<file path="src/rtl/sbt_pkg.sv">
package sbt_pkg;
  typedef enum logic [1:0] {
    SER_SHIFT = 2'b00,
    SER_VAR8  = 2'b01,
    SER_FIX9  = 2'b10,
    SER_VAR9  = 2'b11
  } ser_mode_e;

  localparam int unsigned NUM_DIR = 2;
  localparam int unsigned DIR_RX  = 0;
  localparam int unsigned DIR_TX  = 1;

  function automatic logic is_timer_mode(input ser_mode_e m);
    return (m == SER_VAR8) || (m == SER_VAR9);
  endfunction
endpackage

</file>
<file path="src/rtl/sbt_div.sv">
module sbt_div #(
  parameter int unsigned DIV = 12
) (
  input  logic clk,
  input  logic rst,
  output logic pulse_o
);
  localparam int unsigned W = (DIV > 1) ? $clog2(DIV) : 1;
  localparam logic [W-1:0] LAST = W'(DIV - 1);

  logic [W-1:0] cnt_q;

  always_ff @(posedge clk) begin
    if (rst) begin
      cnt_q <= '0;
    end else if (cnt_q == LAST) begin
      cnt_q <= '0;
    end else begin
      cnt_q <= cnt_q + 1'b1;
    end
  end

  assign pulse_o = (cnt_q == LAST);
endmodule

</file>
<file path="src/rtl/sbt_chan.sv">
module sbt_chan
  import sbt_pkg::*;
#(
  parameter int unsigned T1_SLOW_DIV = 2
) (
  input  logic      clk,
  input  logic      rst,
  input  ser_mode_e mode_i,
  input  logic      t1_ovf_i,
  input  logic      t2_ovf_i,
  input  logic      use_t2_i,
  input  logic      dbl_i,
  input  logic      fix_slow_i,
  input  logic      fix_fast_i,
  output logic      tick_o
);
  localparam int unsigned PW = (T1_SLOW_DIV > 1) ? $clog2(T1_SLOW_DIV) : 1;
  localparam logic [PW-1:0] PLAST = PW'(T1_SLOW_DIV - 1);

  logic [PW-1:0] pre_q;
  logic          t1_slow;
  logic          tick_d;
  logic          tick_q;

  // prescaler advances on every timer-1 pulse, independent of selection
  always_ff @(posedge clk) begin
    if (rst) begin
      pre_q <= '0;
    end else if (t1_ovf_i) begin
      pre_q <= (pre_q == PLAST) ? '0 : pre_q + 1'b1;
    end
  end

  assign t1_slow = t1_ovf_i && (pre_q == PLAST);

  always_comb begin
    unique case (mode_i)
      SER_SHIFT: tick_d = 1'b0;
      SER_FIX9:  tick_d = dbl_i ? fix_fast_i : fix_slow_i;
      default: begin
        if (use_t2_i) begin
          tick_d = t2_ovf_i;
        end else begin
          tick_d = dbl_i ? t1_ovf_i : t1_slow;
        end
      end
    endcase
  end

  always_ff @(posedge clk) begin
    if (rst) begin
      tick_q <= 1'b0;
    end else begin
      tick_q <= tick_d;
    end
  end

  assign tick_o = tick_q;
endmodule

</file>
<file path="src/rtl/sbt_baud_sel.sv">
module sbt_baud_sel
  import sbt_pkg::*;
#(
  parameter int unsigned SHIFT_DIV   = 12,
  parameter int unsigned FIX_SLOW    = 4,
  parameter int unsigned FIX_FAST    = 2,
  parameter int unsigned T1_SLOW_DIV = 2
) (
  input  logic       clk,
  input  logic       rst,
  input  logic [1:0] mode_i,
  input  logic       t1_ovf_i,
  input  logic       t2_ovf_i,
  input  logic       rx_use_t2_i,
  input  logic       tx_use_t2_i,
  input  logic       dbl_i,
  output logic       rx_tick_o,
  output logic       tx_tick_o,
  output logic       shift_tick_o
);
  ser_mode_e            mode;
  logic                 shift_pulse;
  logic                 fix_slow;
  logic                 fix_fast;
  logic [NUM_DIR-1:0]   use_t2;
  logic [NUM_DIR-1:0]   ticks;
  logic                 shift_q;

  assign mode   = ser_mode_e'(mode_i);
  assign use_t2 = {tx_use_t2_i, rx_use_t2_i};

  sbt_div #(.DIV(SHIFT_DIV)) u_div_shift (.clk(clk), .rst(rst), .pulse_o(shift_pulse));
  sbt_div #(.DIV(FIX_SLOW))  u_div_slow  (.clk(clk), .rst(rst), .pulse_o(fix_slow));
  sbt_div #(.DIV(FIX_FAST))  u_div_fast  (.clk(clk), .rst(rst), .pulse_o(fix_fast));

  for (genvar g = 0; g < NUM_DIR; g++) begin : g_dir
    sbt_chan #(.T1_SLOW_DIV(T1_SLOW_DIV)) u_chan (
      .clk       (clk),
      .rst       (rst),
      .mode_i    (mode),
      .t1_ovf_i  (t1_ovf_i),
      .t2_ovf_i  (t2_ovf_i),
      .use_t2_i  (use_t2[g]),
      .dbl_i     (dbl_i),
      .fix_slow_i(fix_slow),
      .fix_fast_i(fix_fast),
      .tick_o    (ticks[g])
    );
  end

  always_ff @(posedge clk) begin
    if (rst) begin
      shift_q <= 1'b0;
    end else begin
      shift_q <= (mode == SER_SHIFT) && shift_pulse;
    end
  end

  assign rx_tick_o    = ticks[DIR_RX];
  assign tx_tick_o    = ticks[DIR_TX];
  assign shift_tick_o = shift_q;
endmodule

</file>
<file path="config.mk">
export PLATFORM = sky130hd
export DESIGN_NAME = sbt_baud_sel
export DESIGN_NICKNAME = d
export VERILOG_FILES = /design/src/rtl/sbt_pkg.sv /design/src/rtl/sbt_div.sv /design/src/rtl/sbt_chan.sv /design/src/rtl/sbt_baud_sel.sv
export SDC_FILE = /design/constraint.sdc
export NUM_CORES = 1
export LEC_CHECK = 0
export BUFFER_PORTS_ARGS = -buffer_cell sky130_fd_sc_hd__buf_2
export CORE_AREA = 2 2 39 41
export CTS_CLUSTER_DIAMETER = 100
export CTS_CLUSTER_SIZE = 20
export DETAILED_ROUTE_END_ITERATION = 8
export DIE_AREA = 0 0 41 43
export PLACE_DENSITY = 0.66
export SYNTH_ARGS = -nofsm -noshare
export SYNTH_HDL_FRONTEND = slang
export SYNTH_HIERARCHICAL = 1
export SYNTH_SLANG_ARGS = --single-unit
</file>
<file path="constraint.sdc">
create_clock -name clk -period 1.6 [get_ports clk]
set_input_delay 0.16 -clock clk [delete_from_list [all_inputs] [get_ports clk]]
set_output_delay 0.16 -clock clk [all_outputs]
set_load 0.02 [all_outputs]
</file>
==> out/metrics.cfg <==
[run_status]
status = finished clean

[floorplanning]
pin_count = 12
row_count = 14
die-area_mm2 = 0.001763
die_x_um = 41
coreArea_mm2 = 0.001384
start_util = 0.3671
die_h_um = 43

[drt]
vias = 370
routed_wl_um = 815
drtIter0Drc = 3
avgRoutedWirePerCell_um = 10.87
ant_nets = 0
drc = 0
detail_route.vias_per_cell = 4.933
first_pass_iters = 2

[global_route]
grt_pass1_wl_um = 1324
track_usage = 0.1165
grt_pass1_vias = 320
antenna_found_initial = 0
grt_use_met3 = 0.04712
grt-ovfl-total = 0
use_met2 = 0.1563
grt_max_degree = 14
gr-usage-met1 = 0.1457
grt-busiest-layer = met2

[yosys]
yosysUniqueCellTypes = 21
synth_area_leaders = dfxtp_1 (47%), ha_1 (4.9%), nor3b_2 (4.9%), mux2_1 (4.4%), o211a_1 (3.9%)
synthDominantCellAreaShare = 0.4729
synth_area_um2 = 508.0
synth-edff-count = 0
ys.flop_type = dfxtp_1
synthTopCellsByCount = dfxtp_1 (12), a21oi_1 (3), nor2_1 (3), nor3_1 (3)
ys_seq_area_frac = 0.4729
syn_avg_cell_area_um2 = 11.29
synth.most_common_cell = dfxtp_1
ys_ff_latch = 12
async_flop_share = 0
yosys.area.top_type = dfxtp_1
syn_nets = 56
ys_warn_count = 6
syn_inst = 45

[clock_network]
cts-resized-gates = 0
clk_latency_ns = 0.26
htree_num_levels = 1
cts.sinks = 12
cts_made_buffers = 3
cts_root_buffer = clkbuf_4
cts.clk_slew.worst_paths_ns = 0.07
post_cts_buffers = 0
cts-hold-fix-buffers = 0
cts_tree = built
clock_path_buffers = 2

[sta]
finalHoldViolations = 0
timing.fmax_mhz = 843.9
setup_ws_ns = 0.4151
tns_ns = 0
period_needed_ns = 1.185
min_period_over_period = 0.7406
drv_slew = 0
finalSetupViolations = 0
tightest_slew_ns = 0.2873
finClkSkew_ns = 0.0001408
rsz0062_at_grt = false
slew_headroom = 0.8085

[critical_path]
cp.required_ns = 1.74
end_kind = flop
startpoint_type = flop
cp_max_fo = 4
crit_type = reg2reg
critPathArrivalTime_ns = 1.33

[placement]
numPortBuffers = 11
place_congestion = 0.6770
dpl_worst_slack_ns = 0.4200
dpl.hpwl_um = 624.8

[run]
cap_viol_max_count = 0

[power]
p_per_area_mw_per_mm2 = 969.4
irDropWorstVdd_mv = 0.4205
p_leak_nw = 0.2720

[final_layout]
layout-drive-gt1-share = 0.3559
antenna_cells = 0
syn2layout_area_growth_pct = 19.21
nets = 72

[min_path]
holdCritPathClass = in2reg

metal layers:
metal | up-vias | wire [um] | share of wire
met5 | - | 0 | 0
met4 | 0 | 4 | 0.0049
met3 | 2 | 33 | 0.040
met2 | 10 | 374 | 0.46
met1 | 164 | 404 | 0.50
li1 | 194 | - | -
sequential cells by signal (all words and copies together) (netlist names):
register             cells
g_dir.u_chan/pre_q       2
g_dir.u_chan/tick_o      2
shift_tick_o             1
u_div_shift/cnt_q        4
u_div_slow/cnt_q         2
u_div_fast/pulse_o       1
placed cells by master, fill, tap and decap left out, types with 3 or more instances in the layout:
| cell type | count |
|---|---|
| nor3_1 | 3 |
| dfxtp_1 | 12 |
| buf_2 | 11 |
| a21oi_1 | 3 |
| clkbuf_4 | 3 |
| nor2_1 | 3 |
where the power goes:
part	leakage [nW]	switching, mW	total (mW)	internal (mW)
registers	0.0992	0.0136	0.336	0.322
logic	0.159	0.0364	0.0776	0.0411
clock network	0.0138	0.0868	0.174	0.0868
metrics by stage:
stage / util / total power [mW] / cell area, um^2 / instances / hold WS, ns
final: 0.4376 / 0.5870 / 605.6 / 75 / 0.1025
after floorplan: - / 0.3883 / 508.0 / 45 / 0.2267
after detailed placement: 0.4213 / 0.4209 / 583.1 / 72 / 0.3819
after CTS: 0.4376 / 0.5977 / 605.6 / 75 / 0.09671
after global routing: 0.4376 / 0.6244 / 605.6 / 75 / 0.08496
after global placement: 0.4213 / 0.4188 / 583.1 / 72 / 0.3796
critical path, cell delays in order, from the launching register on:
cell,delay [ns]
dfxtp_1,0.32
ha_1,0.25
mux2_1,0.29
a21oi_1,0.15
nor3_1,0.06
worst paths after layout:
kind / from / end / slack, ns / cells after the start
max: u_div_slow/cnt_q[0] / g_dir[0].u_chan/tick_o / 0.42 / 4
min: mode_i[1] / shift_tick_o / 0.10 / 2
max reg2reg: u_div_slow/cnt_q[0] / g_dir[0].u_chan/tick_o / 0.42 / 4
min reg2reg: u_div_slow/cnt_q[0] / u_div_slow/cnt_q[0] / 0.43 / 1
area by class of cell:
cell class | count | area, um^2
Clock buffer | 3 | 22.52
Sequential cell | 12 | 240.2
Tap cell | 16 | 20.02
Fill cell | 140 | 778.2
Timing Repair Buffer | 11 | 55.05
Multi-Input combinational cell | 33 | 267.8
cells by family after synthesis:
| logic type | after synthesis | share of synthesized area |
|---|---|---|
| compound gates | 8 | 0.1207 |
| xor+xnor | 2 | 0.03449 |
| fa+ha+maj | 2 | 0.04925 |
| flops | 12 | 0.4729 |
| mux | 2 | 0.04433 |
| simple gates | 19 | 0.2783 |
No activity file was read; power rests on OpenSTA's default activity.
